--- src/rtl/pause_flow_pkg.sv ---
package pause_flow_pkg;

  localparam int unsigned HDR_LEN   = 16;
  localparam int unsigned FRAME_MIN = 18;
  localparam int unsigned PAUSE_W   = 16;

  typedef struct packed {
    logic loadTimer;
    logic clearTimer;
  } pauseStrobe_t;

  function automatic logic [7:0] hdrByte(input int unsigned idx);
    logic [7:0] b;
    case (idx)
      0:  b = 8'h01;
      1:  b = 8'h80;
      2:  b = 8'hC2;
      3:  b = 8'h00;
      4:  b = 8'h00;
      5:  b = 8'h01;
      12: b = 8'h88;
      13: b = 8'h08;
      14: b = 8'h00;
      15: b = 8'h01;
      default: b = 8'h00;
    endcase
    return b;
  endfunction

  function automatic logic hdrChecked(input int unsigned idx);
    return (idx < 6) || (idx >= 12 && idx < HDR_LEN);
  endfunction

endpackage

--- src/rtl/pause_flow_dp.sv ---
module pause_flow_dp
  import pause_flow_pkg::*;
#(
  parameter int unsigned TIMER_W = 16,
  parameter int unsigned CNT_W   = 5
) (
  input  logic         clk,
  input  logic         rstN,
  input  logic [7:0]   rxByte,
  input  logic         rxValid,
  input  logic         rxStart,
  input  logic         slotTick,
  input  pauseStrobe_t strobes,
  output logic         frameIsPause,
  output logic         timerBusy
);

  localparam int unsigned CNT_MAX = (1 << CNT_W) - 1;

  logic [CNT_W-1:0]   byteCnt;
  logic [CNT_W-1:0]   curIdx;
  logic               matchOk;
  logic [PAUSE_W-1:0] pauseVal;
  logic [TIMER_W-1:0] timer;

  assign curIdx = rxStart ? '0 : byteCnt;

  // Byte position tracking and header comparison
  always_ff @(posedge clk) begin
    if (!rstN) begin
      byteCnt  <= '0;
      matchOk  <= 1'b0;
      pauseVal <= '0;
    end else if (rxValid) begin
      if (int'(curIdx) != CNT_MAX) byteCnt <= curIdx + 1'b1;
      else                          byteCnt <= curIdx;
      if (rxStart) begin
        matchOk <= (rxByte == hdrByte(0));
      end else if (hdrChecked(int'(curIdx)) && rxByte != hdrByte(int'(curIdx))) begin
        matchOk <= 1'b0;
      end
      if (int'(curIdx) == HDR_LEN)     pauseVal[15:8] <= rxByte;
      if (int'(curIdx) == HDR_LEN + 1) pauseVal[7:0]  <= rxByte;
    end
  end

  assign frameIsPause = matchOk && (int'(byteCnt) >= FRAME_MIN);

  // Pause counter in slot times
  always_ff @(posedge clk) begin
    if (!rstN) begin
      timer <= '0;
    end else if (strobes.clearTimer) begin
      timer <= '0;
    end else if (strobes.loadTimer) begin
      timer <= TIMER_W'(pauseVal);
    end else if (slotTick && timer != '0) begin
      timer <= timer - 1'b1;
    end
  end

  assign timerBusy = (timer != '0);

endmodule

--- src/rtl/pause_flow_ctl.sv ---
module pause_flow_ctl
  import pause_flow_pkg::*;
(
  input  logic         clk,
  input  logic         rstN,
  input  logic         rxEnd,
  input  logic         rxCrcOk,
  input  logic         cfgFlowEn,
  input  logic         cfgPassCtl,
  input  logic         cfgFullDuplex,
  input  logic         cfgPromisc,
  input  logic         frameIsPause,
  input  logic         fcSendReq,
  input  logic         txFcDone,
  output pauseStrobe_t strobes,
  output logic         rxStatValid,
  output logic         rxStatFilter,
  output logic         txFcReq,
  output logic         txFcBackpressure,
  output logic         fcBusy
);

  typedef enum logic {TX_IDLE, TX_SENDING} txState_t;

  txState_t txState;
  logic     validPause;

  assign validPause         = rxEnd && rxCrcOk && frameIsPause && cfgFlowEn;
  assign strobes.clearTimer = !cfgFlowEn;
  assign strobes.loadTimer  = validPause && cfgFullDuplex;

  // Per-frame status
  always_ff @(posedge clk) begin
    if (!rstN) begin
      rxStatValid  <= 1'b0;
      rxStatFilter <= 1'b0;
    end else begin
      rxStatValid <= rxEnd;
      if (rxEnd) rxStatFilter <= cfgPromisc | (validPause & cfgPassCtl);
    end
  end

  // Flow-control transmit handshake
  always_ff @(posedge clk) begin
    if (!rstN) begin
      txState          <= TX_IDLE;
      txFcBackpressure <= 1'b0;
    end else begin
      case (txState)
        TX_IDLE: if (fcSendReq && cfgFlowEn) begin
          txState          <= TX_SENDING;
          txFcBackpressure <= !cfgFullDuplex;
        end
        TX_SENDING: if (txFcDone) txState <= TX_IDLE;
        default: txState <= TX_IDLE;
      endcase
    end
  end

  assign txFcReq = (txState == TX_SENDING);
  assign fcBusy  = (txState == TX_SENDING);

endmodule

--- src/rtl/pause_flow_ctrl.sv ---
module pause_flow_ctrl
  import pause_flow_pkg::*;
#(
  parameter int unsigned TIMER_W = 16,
  parameter int unsigned CNT_W   = 5
) (
  input  logic       clk,
  input  logic       rstN,
  input  logic [7:0] rxByte,
  input  logic       rxValid,
  input  logic       rxStart,
  input  logic       rxEnd,
  input  logic       rxCrcOk,
  input  logic       cfgFlowEn,
  input  logic       cfgPassCtl,
  input  logic       cfgFullDuplex,
  input  logic       cfgPromisc,
  input  logic       slotTick,
  input  logic       fcSendReq,
  input  logic       txFcDone,
  output logic       txInhibit,
  output logic       txFcReq,
  output logic       txFcBackpressure,
  output logic       fcBusy,
  output logic       rxStatValid,
  output logic       rxStatFilter
);

  pauseStrobe_t strobes;
  logic         frameIsPause;
  logic         timerBusy;

  pause_flow_dp #(.TIMER_W(TIMER_W), .CNT_W(CNT_W)) i_dp (
    .clk(clk), .rstN(rstN), .rxByte(rxByte), .rxValid(rxValid),
    .rxStart(rxStart), .slotTick(slotTick), .strobes(strobes),
    .frameIsPause(frameIsPause), .timerBusy(timerBusy)
  );

  pause_flow_ctl i_ctl (
    .clk(clk), .rstN(rstN), .rxEnd(rxEnd), .rxCrcOk(rxCrcOk),
    .cfgFlowEn(cfgFlowEn), .cfgPassCtl(cfgPassCtl),
    .cfgFullDuplex(cfgFullDuplex), .cfgPromisc(cfgPromisc),
    .frameIsPause(frameIsPause), .fcSendReq(fcSendReq), .txFcDone(txFcDone),
    .strobes(strobes), .rxStatValid(rxStatValid), .rxStatFilter(rxStatFilter),
    .txFcReq(txFcReq), .txFcBackpressure(txFcBackpressure), .fcBusy(fcBusy)
  );

  assign txInhibit = timerBusy;

endmodule

--- config.mk ---
export PLATFORM = sky130hd
export DESIGN_NAME = pause_flow_ctrl
export DESIGN_NICKNAME = d
export VERILOG_FILES = /design/src/rtl/pause_flow_pkg.sv /design/src/rtl/pause_flow_dp.sv /design/src/rtl/pause_flow_ctl.sv /design/src/rtl/pause_flow_ctrl.sv
export SDC_FILE = /design/constraint.sdc
export NUM_CORES = 1
export LEC_CHECK = 0
export ABC_CLOCK_PERIOD_IN_PS = 2100
export BUFFER_PORTS_ARGS = -buffer_cell sky130_fd_sc_hd__buf_2
export CORE_MARGIN = 3
export CORE_UTILIZATION = 50
export CTS_CLUSTER_SIZE = 30
export DETAILED_ROUTE_END_ITERATION = 6
export MAX_ROUTING_LAYER = met4
export PLACE_DENSITY_LB_ADDON = 0.05
export SLEW_MARGIN = 5
export SYNTH_ARGS = -nofsm -noshare
export SYNTH_HDL_FRONTEND = slang
export SYNTH_HIERARCHICAL = 1
export SYNTH_SLANG_ARGS = --single-unit
export TNS_END_PERCENT = 5
--- constraint.sdc ---
create_clock -name clk -period 2.1 [get_ports clk]
set_clock_uncertainty 0.2 [all_clocks]
set_input_delay 0.21 -clock clk [delete_from_list [all_inputs] [get_ports clk]]
set_output_delay 0.21 -clock clk [all_outputs]
set_load 0.03 [all_outputs]
==> out/metrics.yaml, run 1 <==
cells_and_area:
  antenna_cells: 0
  post-route-util_pct: 65.5
  fin_nets: 323
  area_delta_synth_final_pct: 24.1
  fin_area_um2: 2680
  instances_no_fill: 349
  drive_gt1_share_pct: 24.4
run:
  drv_cap: 0
yosys:
  ys_types: 50
  syn_area_per_cell_um2: 8.53
  synth_top_area_share_pct: 39.0
  synth-edff-count: 0
  synth_ff_type: "dfxtp_1"
  synth.area.top_cells: "dfxtp_1 (39%), mux2i_1 (7.9%), nor2_1 (5.6%)"
  netlist_area_um2: 2160
  synthArstFlopShare_pct: 0
  yosys_warnings: 6
  synth-seq-cells: 42
  synthesis.nets: 278
  yosysSeqAreaShare_pct: 39.0
  synth_commonest_cells: "dfxtp_1 (42), nor2_1 (32), o21ai_0 (20)"
  syn-instance-count: 253
  yosys.area.top_type: "dfxtp_1"
  synth.most_common_cell: "dfxtp_1"
worst_setup_path:
  crit_path_max_fanout: 3
  arrival_ps: 2170
  critPathKind: "flip-flop to flip-flop"
  cp-start-kind: "flip-flop"
  critPathCaptureType: "flip-flop"
  worstSetupStartpoint: "i_dp/timer[1]"
  r2r-start: "i_dp/timer[1]"
  cp_data_required_time_ps: 2120
global_routing:
  grt_use_met1_pct: 29.7
  grt_overflow: 0
  grt.busiest_layer: "met2"
  grt_start_max_net_pins: 29
  grt_first_pass_wirelength_mm: 8.49
  antenna_found_initial: 0
  met3_usage_pct: 3.79
  grtUsageMet2_pct: 32.0
  track_usage_pct: 21.4
  first_global_vias: 1781
sta:
  clock.fmax_mhz: 466
  rsz0062_at_grt: "yes"
  slew_headroom_pct: 77.9
  hold_violations: 0
  finalCritPeriodShare_pct: 102
  drv_slew: 0
  finalCriticalPeriod_ps: 2140
  finalWorstSetupSlack_ps: -44.7
  setup_viol: 1
  worstMarginPinSlew_ps: 329
  fin_tns_setup_ps: -44.7
worst_hold_path:
  min-delay-start: "rxByte[6]"
  hold_class: "input port to flip-flop"
drt:
  drtIter0Drc: 76
  antenna_left: 0
  via_count: 1928
  wl_per_cell_um: 14.1
  vias_per_cell: 5.52
  firstDrtPassIters: 4
  routed_wirelength_mm: 4.92
  drc: 0
floorplan:
  io_pins: 27
  dieArea_um2: 5140
  rows: 23
  fp.coreArea_um2: 4090
  initial_core_util_pct: 52.8
  dieHeight_um: 71.7
  die_x_um: 71.7
clocking:
  clock_sinks: 42
  clockRootBuffer: "clkbuf_8"
  htreeDepth: 2
  clock_latency_ps: 290
  cts_tree: "done"
  cts_buffer_depth: 2
  cts-buffers-inserted: 5
  clk_pin_slew_ps: 80
pwr:
  leakage_nw: 1.10
  vdd_drop_max_mv: 0.928
  power_w: 0.00399
  power_density_nw_per_um2: 1490
placement:
  dpl_cell_area_um2: 2450
  io_buffers: 26
  dp_hpwl_mm: 3.55
  gp_congestion: 0.823
  dp.cells: 334
status:
  status: "complete, but fails checks"
  violations: "setup timing"
-- where the power goes --
group / switching (W) / internal (W) / leakage (nW)
Clock: 0.000288 / 0.000265 / 0.0472
Sequential: 0.000140 / 0.000924 / 0.341
Combinational: 0.00123 / 0.00114 / 0.707
-- layout by cell type, fill, tap and decap left out, types with 4 or more instances in the layout --
master	count
a21oi_1	13
a31oi_1	4
buf_2	26
buf_4	20
clkbuf_8	6
dfxtp_1	40
dlygate4sd3_1	5
mux2i_1	17
nand2_1	11
nor2_1	32
nor2b_1	5
nor3_1	10
o21ai_0	19
or3_1	5
or4_1	4
xnor2_1	10
-- critical path: stages (launching register included) --
cell and delay, ps:
dfxtp_2 360, inv_2 50, ha_4 140, nor4b_4 120, and2_4 160, or4_4 530, or3_1 350, a31oi_1 170
-- path summary, 6_finish.rpt --
path         cells after the start          endpoint  slack [ps]
max                              7    i_dp/timer[15]         -40
min                              3  i_dp/pauseVal[6]           8
max reg2reg                      7    i_dp/timer[15]         -40
min reg2reg                      2     i_dp/timer[1]         270
-- metrics by stage --
step                setup WS (ps)  hold WS, ps
floorplan                   -85.8         99.4
global placement             14.5          239
detailed placement          -64.7          232
CTS                         -1.05         4.57
global route                 -146         17.9
finish                      -44.7         8.03
-- cell families (layout without fill, tap and decap cells) --
logic type	after synthesis	in the layout	synth area share [%]
AND/OR/NAND/NOR	101	101	25.5
AO/OA/AOI/OAI	58	58	17.2
flip-flops	42	42	39.0
buffers and inverters	20	66	3.71
multiplexers	17	17	7.89
XOR/XNOR	11	11	4.47
adder cells (fa/ha/maj)	4	4	2.32
-- area by class of cell --
type	instances	area [um^2]
multi-input combinational	191	1300
clock buffer	6	82.6
sequential	42	843
tap	50	62.6
timing repair buffer	52	350
clock inverter	2	12.5
inverter	6	22.5
fill	358	1410
-- sequential cells by signal (all words and copies together), names as in the netlist --
| signal | cells |
|---|---|
| i_ctl/fcBusy | 1 |
| i_ctl/rxStatFilter | 1 |
| i_ctl/rxStatValid | 1 |
| i_ctl/txFcBackpressure | 1 |
| i_dp/byteCnt | 5 |
| i_dp/matchOk | 1 |
| i_dp/pauseVal | 16 |
| i_dp/timer | 16 |
-- repair_timing --
action                                  CTS  global route
pin swaps                                 1             3
endpoints found under the hold margin     8             0
endpoints found under the setup margin    1             9
gates resized for setup                   5            10
hold buffers                              5             0
setup buffers                             0             2
-- routing by layer --
layer	routed length (um)	share of wire, %
met1	2480	50
met2	2240	46
met3	149	3.0
met4	54	1.1
met5	0	0
Power figures use the tool's default switching activity.
==> inputs of run 2 (changes only) <==
--- a/config.mk
+++ b/config.mk
@@ -5,6 +5,7 @@
 export SDC_FILE = /design/constraint.sdc
 export NUM_CORES = 1
 export LEC_CHECK = 0
+export ABC_AREA = 1
 export ABC_CLOCK_PERIOD_IN_PS = 2100
 export BUFFER_PORTS_ARGS = -buffer_cell sky130_fd_sc_hd__buf_2
 export CORE_MARGIN = 3
==> run 2 against run 1 <==
Compared with the run above:
- the flow now finishes without violations
- critical endpoint is now i_dp/matchOk
- wire length up 23%
- global-route usage up 2.6 points
- highest routed layer unchanged
- fmax up 13%
- total power up 0.50%
==> out/metrics.yaml, run 2 <==
pwr:
  share_comb_of_total_power_pct: 57.7  # -1.7 points
  sw_frac_of_total_pct: 47.2  # +5.6 points
  p_int_w: 0.00211  # -9.2%
  power_density_nw_per_um2: 1420  # -4.7%
  clkPwrFrac_pct: 16.4  # +2.5 points
  seq_power_share_pct: 25.9  # -0.8 points
  vdd_drop_max_mv: 0.673  # -27%
  leakage_nw: 1.30  # +19%
  switching_power_w: 0.00189  # +14%
  power_w: 0.00400  # +0.50%
drt:
  antenna_left: 0  # unchanged
  via_count: 2317  # +20%
  wl_per_cell_um: 13.7  # -2.9%
  routed_wirelength_mm: 6.06  # +23%
  vias_per_cell: 5.23  # -5.3%
  drtIter0Drc: 178  # +130%
  drc: 0  # unchanged
  firstDrtPassIters: 4  # unchanged
global_routing:
  track_usage_pct: 24.0  # +2.6 points
  grt_overflow: 0  # unchanged
  grt_start_max_net_pins: 25  # -14%
  grt_first_pass_wirelength_mm: 10.1  # +19%
  first_global_vias: 2173  # +22%
  antenna_found_initial: 0  # unchanged
worst_setup_path:
  r2r_slack_ps: 210  # +250 ps
  critPathKind: "flip-flop to flip-flop"
  r2r-start: "i_dp/byteCnt[1]"
  reg2regPathDepth: 13  # +6
  cp_data_required_time_ps: 2100  # -20 ps
  worstSetupStartpoint: "i_dp/byteCnt[1]"
  cp-start-kind: "flip-flop"
  r2r-end: "i_dp/matchOk"
  crit_end: "i_dp/matchOk"
  arrival_ps: 1890  # -280 ps
  critPathCaptureType: "flip-flop"
  crit_path_max_fanout: 4  # +1
placement:
  dp_hpwl_mm: 4.53  # +28%
  io_buffers: 26  # unchanged
  gp_congestion: 0.981  # +19%
yosys:
  synth-seq-cells: 42  # unchanged
  synth_top_area_share_pct: 35.0  # -3.9 points
  synth-edff-count: 0  # unchanged
  yosysSeqAreaShare_pct: 35.0  # -3.9 points
  synth_commonest_cells: "nand2_1 (65), dfxtp_1 (42), inv_1 (39)"
  yosys.area.top_type: "dfxtp_1"
  syn_area_per_cell_um2: 6.92  # -19%
  synth.most_common_cell: "nand2_1"
  synth.area.top_cells: "dfxtp_1 (35%), nand2_1 (10%), o21ai_0 (7.3%)"
  ys_types: 39  # -22%
  syn-instance-count: 347  # +37%
  synth_ff_type: "dfxtp_1"
  netlist_area_um2: 2400  # +11%
  yosys_warnings: 6  # unchanged
  synthesis.nets: 372  # +34%
  synthArstFlopShare_pct: 0  # unchanged
sta:
  rsz0062_at_grt: "no"
  drv_slew: 0  # unchanged
  finalCritPeriodShare_pct: 90.2  # -12 points
  fin_tns_setup_ps: 0  # +44.7 ps
  clock.fmax_mhz: 528  # +13%
  finalCriticalPeriod_ps: 1890  # -250 ps
  slew_headroom_pct: 79.0  # +1.1 points
  worstMarginPinSlew_ps: 313  # -15.8 ps
  hold_violations: 0  # unchanged
  setup_viol: 0  # -1
clocking:
  clock_sinks: 42  # unchanged
  htreeDepth: 2  # unchanged
  cts_tree: "done"
  cts_hold_buf: 8  # +3
  cts_buffer_depth: 2  # unchanged
  clockRootBuffer: "clkbuf_8"
  post-cts-setup-buffer-count: 0  # unchanged
  clock_latency_ps: 300  # about the same
  cts-buffers-inserted: 5  # unchanged
  cts_resized: 0  # -5
  clk_pin_slew_ps: 90  # about the same
status:
  status: "complete, no violations"
worst_hold_path:
  hold_class: "input port to flip-flop"
  hold_depth: 3  # unchanged
cells_and_area:
  area_delta_synth_final_pct: 17.6
  fin_nets: 415  # +28%
  layout_commonest_cell: "nand2_1"
  post-route-util_pct: 62.7  # -2.8 points
  final_cell_mix: "nand2_1 (65), dfxtp_1 (42), inv_1 (39)"
  drive_gt1_share_pct: 19.7  # -4.7 points
  reg_top3: "i_dp/pauseVal x16, i_dp/timer x16, i_dp/byteCnt x5"
  antenna_cells: 0  # unchanged
floorplan:
  fp.coreArea_um2: 4500  # +10%
  die_x_um: 75.3  # +5.0%
  initial_core_util_pct: 53.3  # +0.49 points
  io_pins: 27  # unchanged
  rows: 24  # +4.3%
  dieArea_um2: 5670  # +10%
  dieHeight_um: 75.3  # +5.0%
run:
  drv_cap: 0  # unchanged
run 2: critical path, stage by stage (launching register included):
cell      delay, ps
dfxtp_1         370
nand2_1          90
inv_1            60
ha_1            140
a21boi_4        180
nand2_1          90
nand2_1          70
nand3_1          60
nor2_1          120
nand3_1          80
nand2_1          70
nand2_1          80
a21oi_1         130
nor2_1           60
run 2: cell type report:
cell class / count / area [um^2]
Fill cell: 401 / 1680
Multi-Input combinational cell: 249 / 1330
Sequential cell: 42 / 841
Timing Repair Buffer: 45 / 293
Inverter: 47 / 178
Clock buffer: 5 / 68.8
Tap cell: 52 / 65.1
Clock inverter: 3 / 43.8
run 2: power groups by stage:
| stage | Clock, W | Sequential (W) | Combinational (W) |
|---|---|---|---|
| after floorplan | 0 | 0.00104 | 0.00183 |
| after global placement | 0 | 0.00105 | 0.00226 |
| after detailed placement | 0 | 0.00105 | 0.00227 |
| after CTS | 0.000675 | 0.00104 | 0.00230 |
| after global routing | 0.000702 | 0.00105 | 0.00261 |
| final | 0.000656 | 0.00104 | 0.00231 |
run 2: how the worst min path moves through the flow:
stage | to | startpoint
after floorplan | i_ctl/rxStatValid | rxEnd
after detailed placement | i_ctl/rxStatValid | rxEnd
after global routing | i_dp/byteCnt[3] | rstN
final | i_dp/byteCnt[3] | rstN
after global placement | i_ctl/rxStatValid | rxEnd
after CTS | i_dp/byteCnt[3] | rstN
run 2: per-layer routing:
layer | GRT usage (%) | wire (um) | part of all wire (%)
met5 | - | 0 | 0
met1 | 29.6 | 2840 | 47
met2 | 40.2 | 2990 | 49
met4 | 5.63 | 19 | 0.31
met3 | 4.94 | 209 | 3.4
run 2: logic make-up after synthesis:
logic type,Yosys count,share of synthesized area (%)
AOI/OAI and AO/OA,90,20.8
xor gates and xnor gates,7,2.55
adders and majority gates,4,2.09
buffers and inverters,56,9.59
DFF,42,35.0
and+or+nand+nor,148,30.0
run 2: per-stage QoR:
stage / area (um^2) / hold WS (ps) / instances / worst slack (ps)
2_1_floorplan: 2400 / 103 / 347 / 192
3_3_place_gp: 2630 / 231 / 427 / 117
3_5_place_dp: 2630 / 239 / 427 / 110
4_1_cts: 2820 / 19.9 / 443 / 220
5_1_grt: 2820 / 45.7 / 443 / 9.28
6_report: 2820 / 21.7 / 443 / 205
==> inputs of run 3 (changes only) <==
--- a/config.mk
+++ b/config.mk
@@ -10,6 +10,7 @@
 export BUFFER_PORTS_ARGS = -buffer_cell sky130_fd_sc_hd__buf_2
 export CORE_MARGIN = 3
 export CORE_UTILIZATION = 50
+export CTS_BUF_LIST = sky130_fd_sc_hd__clkbuf_4
 export CTS_CLUSTER_SIZE = 30
 export DETAILED_ROUTE_END_ITERATION = 6
 export MAX_ROUTING_LAYER = met4
==> run 3 against run 2 <==
Compared with the run above:
- sequential share of layout area shrank 0.61 points
- non-clock buffer count increased by 9
- via count is 3.2% higher
- global-route usage increased by 0.40 points
- clock-buffer cell count stayed put
- clock power shrank 16%
- hold slack better by 38 ps
- final cell count up 2.0%
- utilization up 1.3 points
- total power is 2.5% lower
- design area up 2.1%
- largest cell class unchanged
- highest routed layer unchanged
==> out/metrics.yaml, run 3 (same netlist as run 2, synthesis figures left out) <==
status:
  status: "complete, no violations"
clocking:
  cts-buffers-inserted: 5  # unchanged
  clockRootBuffer: "clkbuf_4"
  cts_tree: "done"
  cts_buffer_depth: 2  # unchanged
  clock_sinks: 42  # unchanged
  clock_latency_ps: 370  # +70 ps
  clk_pin_slew_ps: 130  # +40 ps
  cts_resized: 0  # unchanged
  htreeDepth: 2  # unchanged
cells_and_area:
  antenna_cells: 0  # unchanged
  drive_gt1_share_pct: 19.3  # -0.44 points
  fillers: 391  # -2.5%
  final_cell_mix: "nand2_1 (65), dfxtp_1 (42), inv_1 (39)"
  reg_top3: "i_dp/pauseVal x16, i_dp/timer x16, i_dp/byteCnt x5"
  layout_commonest_cell: "nand2_1"
  fin_nets: 424  # +2.2%
  area_delta_synth_final_pct: 20.1
global_routing:
  grt_start_max_net_pins: 25  # unchanged
  grt_overflow: 0  # unchanged
  track_usage_pct: 24.4  # +0.40 points
  first_global_vias: 2206  # +1.5%
  grt_first_pass_wirelength_mm: 10.2  # +1.0%
  antenna_found_initial: 0  # unchanged
pwr:
  power_density_nw_per_um2: 1360  # -4.5%
  vdd_drop_max_mv: 0.662  # -1.7%
  power_w: 0.00391  # -2.5%
  leakage_nw: 1.33  # +2.2%
worst_hold_path:
  hold_depth: 4  # +1
  hold_class: "input port to flip-flop"
  hold_end: "i_dp/timer[6]"
  min-delay-start: "slotTick"
floorplan:
  rows: 24  # unchanged
  dieHeight_um: 75.3  # unchanged
  die_x_um: 75.3  # unchanged
  fp.coreArea_um2: 4500  # unchanged
  io_pins: 27  # unchanged
  initial_core_util_pct: 53.3  # unchanged
  dieArea_um2: 5670  # unchanged
worst_setup_path:
  cp_data_required_time_ps: 1690  # -410 ps
  crit_path_max_fanout: 4  # unchanged
  critPathKind: "flip-flop to primary output"
  r2r-end: "i_dp/matchOk"
  r2r-start: "i_dp/byteCnt[1]"
  reg2regPathDepth: 13  # unchanged
  cp-start-kind: "flip-flop"
  r2r_slack_ps: 190  # -20 ps
  arrival_ps: 1500  # -390 ps
  critPathCaptureType: "primary output"
drt:
  via_count: 2391  # +3.2%
  drtIter0Drc: 152  # -15%
  drc: 0  # unchanged
  wl_per_cell_um: 13.6  # -0.45%
  antenna_left: 0  # unchanged
  vias_per_cell: 5.29  # +1.1%
  routed_wirelength_mm: 6.16  # +1.6%
  firstDrtPassIters: 4  # unchanged
placement:
  gp_congestion: 0.981  # unchanged
  io_buffers: 26  # unchanged
  dp_hpwl_mm: 4.53  # unchanged
sta:
  drv_slew: 0  # unchanged
  rsz0062_at_grt: "no"
  finalCriticalPeriod_ps: 1910  # +19.4 ps
  finalCritPeriodShare_pct: 91.1  # +0.93 points
  hold_violations: 0  # unchanged
  slew_headroom_pct: 78.4  # -0.54 points
  fin_tns_setup_ps: 0  # unchanged
  worstMarginPinSlew_ps: 323  # +9.79 ps
  clock.fmax_mhz: 522  # -1.0%
  setup_viol: 0  # unchanged
run:
  drv_cap: 0  # unchanged
-- run 3: cell types whose count changed in the layout (fill, tap and decap cells not counted) --
cell / previous run / this run
clkbuf_4: 0 / 5
dlygate4sd3_1: 8 / 17
clkbuf_8: 5 / 0
-- run 3: through the flow --
step                      setup WS [ps]  instances  util [%]  area [um^2]  hold slack, ps
after floorplan                     192        347         -         2400             103
after global placement              117        427      58.4         2630             231
after detailed placement            110        427      58.4         2630             239
after CTS                          44.8        453      64.2         2890            47.8
after global routing               9.50        452      64.0         2880            80.7
final                               186        452      64.0         2880            59.8
-- run 3: critical path, stage by stage (launching register included) --
cell and delay (ps):
dfxtp_1 350, inv_1 120, ha_1 220, nand4_1 100
nor2_1 90, nand4_1 70, buf_2 180
-- run 3: layout make-up --
class	count	area [um^2]	area share [%]
Clock buffer	5	37.5	1.30
Tap cell	52	65.1	2.26
Timing Repair Buffer	54	383	13.3
Sequential cell	42	841	29.2
Multi-Input combinational cell	249	1330	46.3
Clock inverter	3	43.8	1.52
Inverter	47	178	6.17
-- run 3: what timing repair did --
action / CTS / global route
endpoints found under the hold margin: 23 / 0
hold buffers: 18 / 0
buffers inserted: 0 / 0
endpoints found under the setup margin: 0 / 1
-- run 3: how the worst max path moves through the flow --
stage,startpoint,endpoint,slack (ps),cells after the start
after floorplan,i_dp/byteCnt[4],i_dp/timer[9],190,11
after global placement,rxStart,i_dp/matchOk,120,15
after detailed placement,rxStart,i_dp/matchOk,110,15
after CTS,fcSendReq,i_ctl/txFcBackpressure,40,6
after global routing,i_dp/byteCnt[1],i_dp/timer[6],10,9
final,i_dp/timer[0],txInhibit,190,6
-- run 3: layer usage --
layer	track usage [%]	vias to the layer above	part of all wire (%)
met5	-	-	0
met4	7.77	0	1.8
met3	4.94	10	4.2
met2	41.2	58	50
met1	29.0	1066	45
li1	-	1257	-
-- run 3: report_power, final --
part	switching [W]	total [W]	internal [W]	leakage (nW)
combinational	0.00147	0.00232	0.000852	0.946
clock	0.000295	0.000548	0.000253	0.0456
sequential	0.000121	0.00104	0.000917	0.342
total	0.00188	0.00391	0.00202	1.33
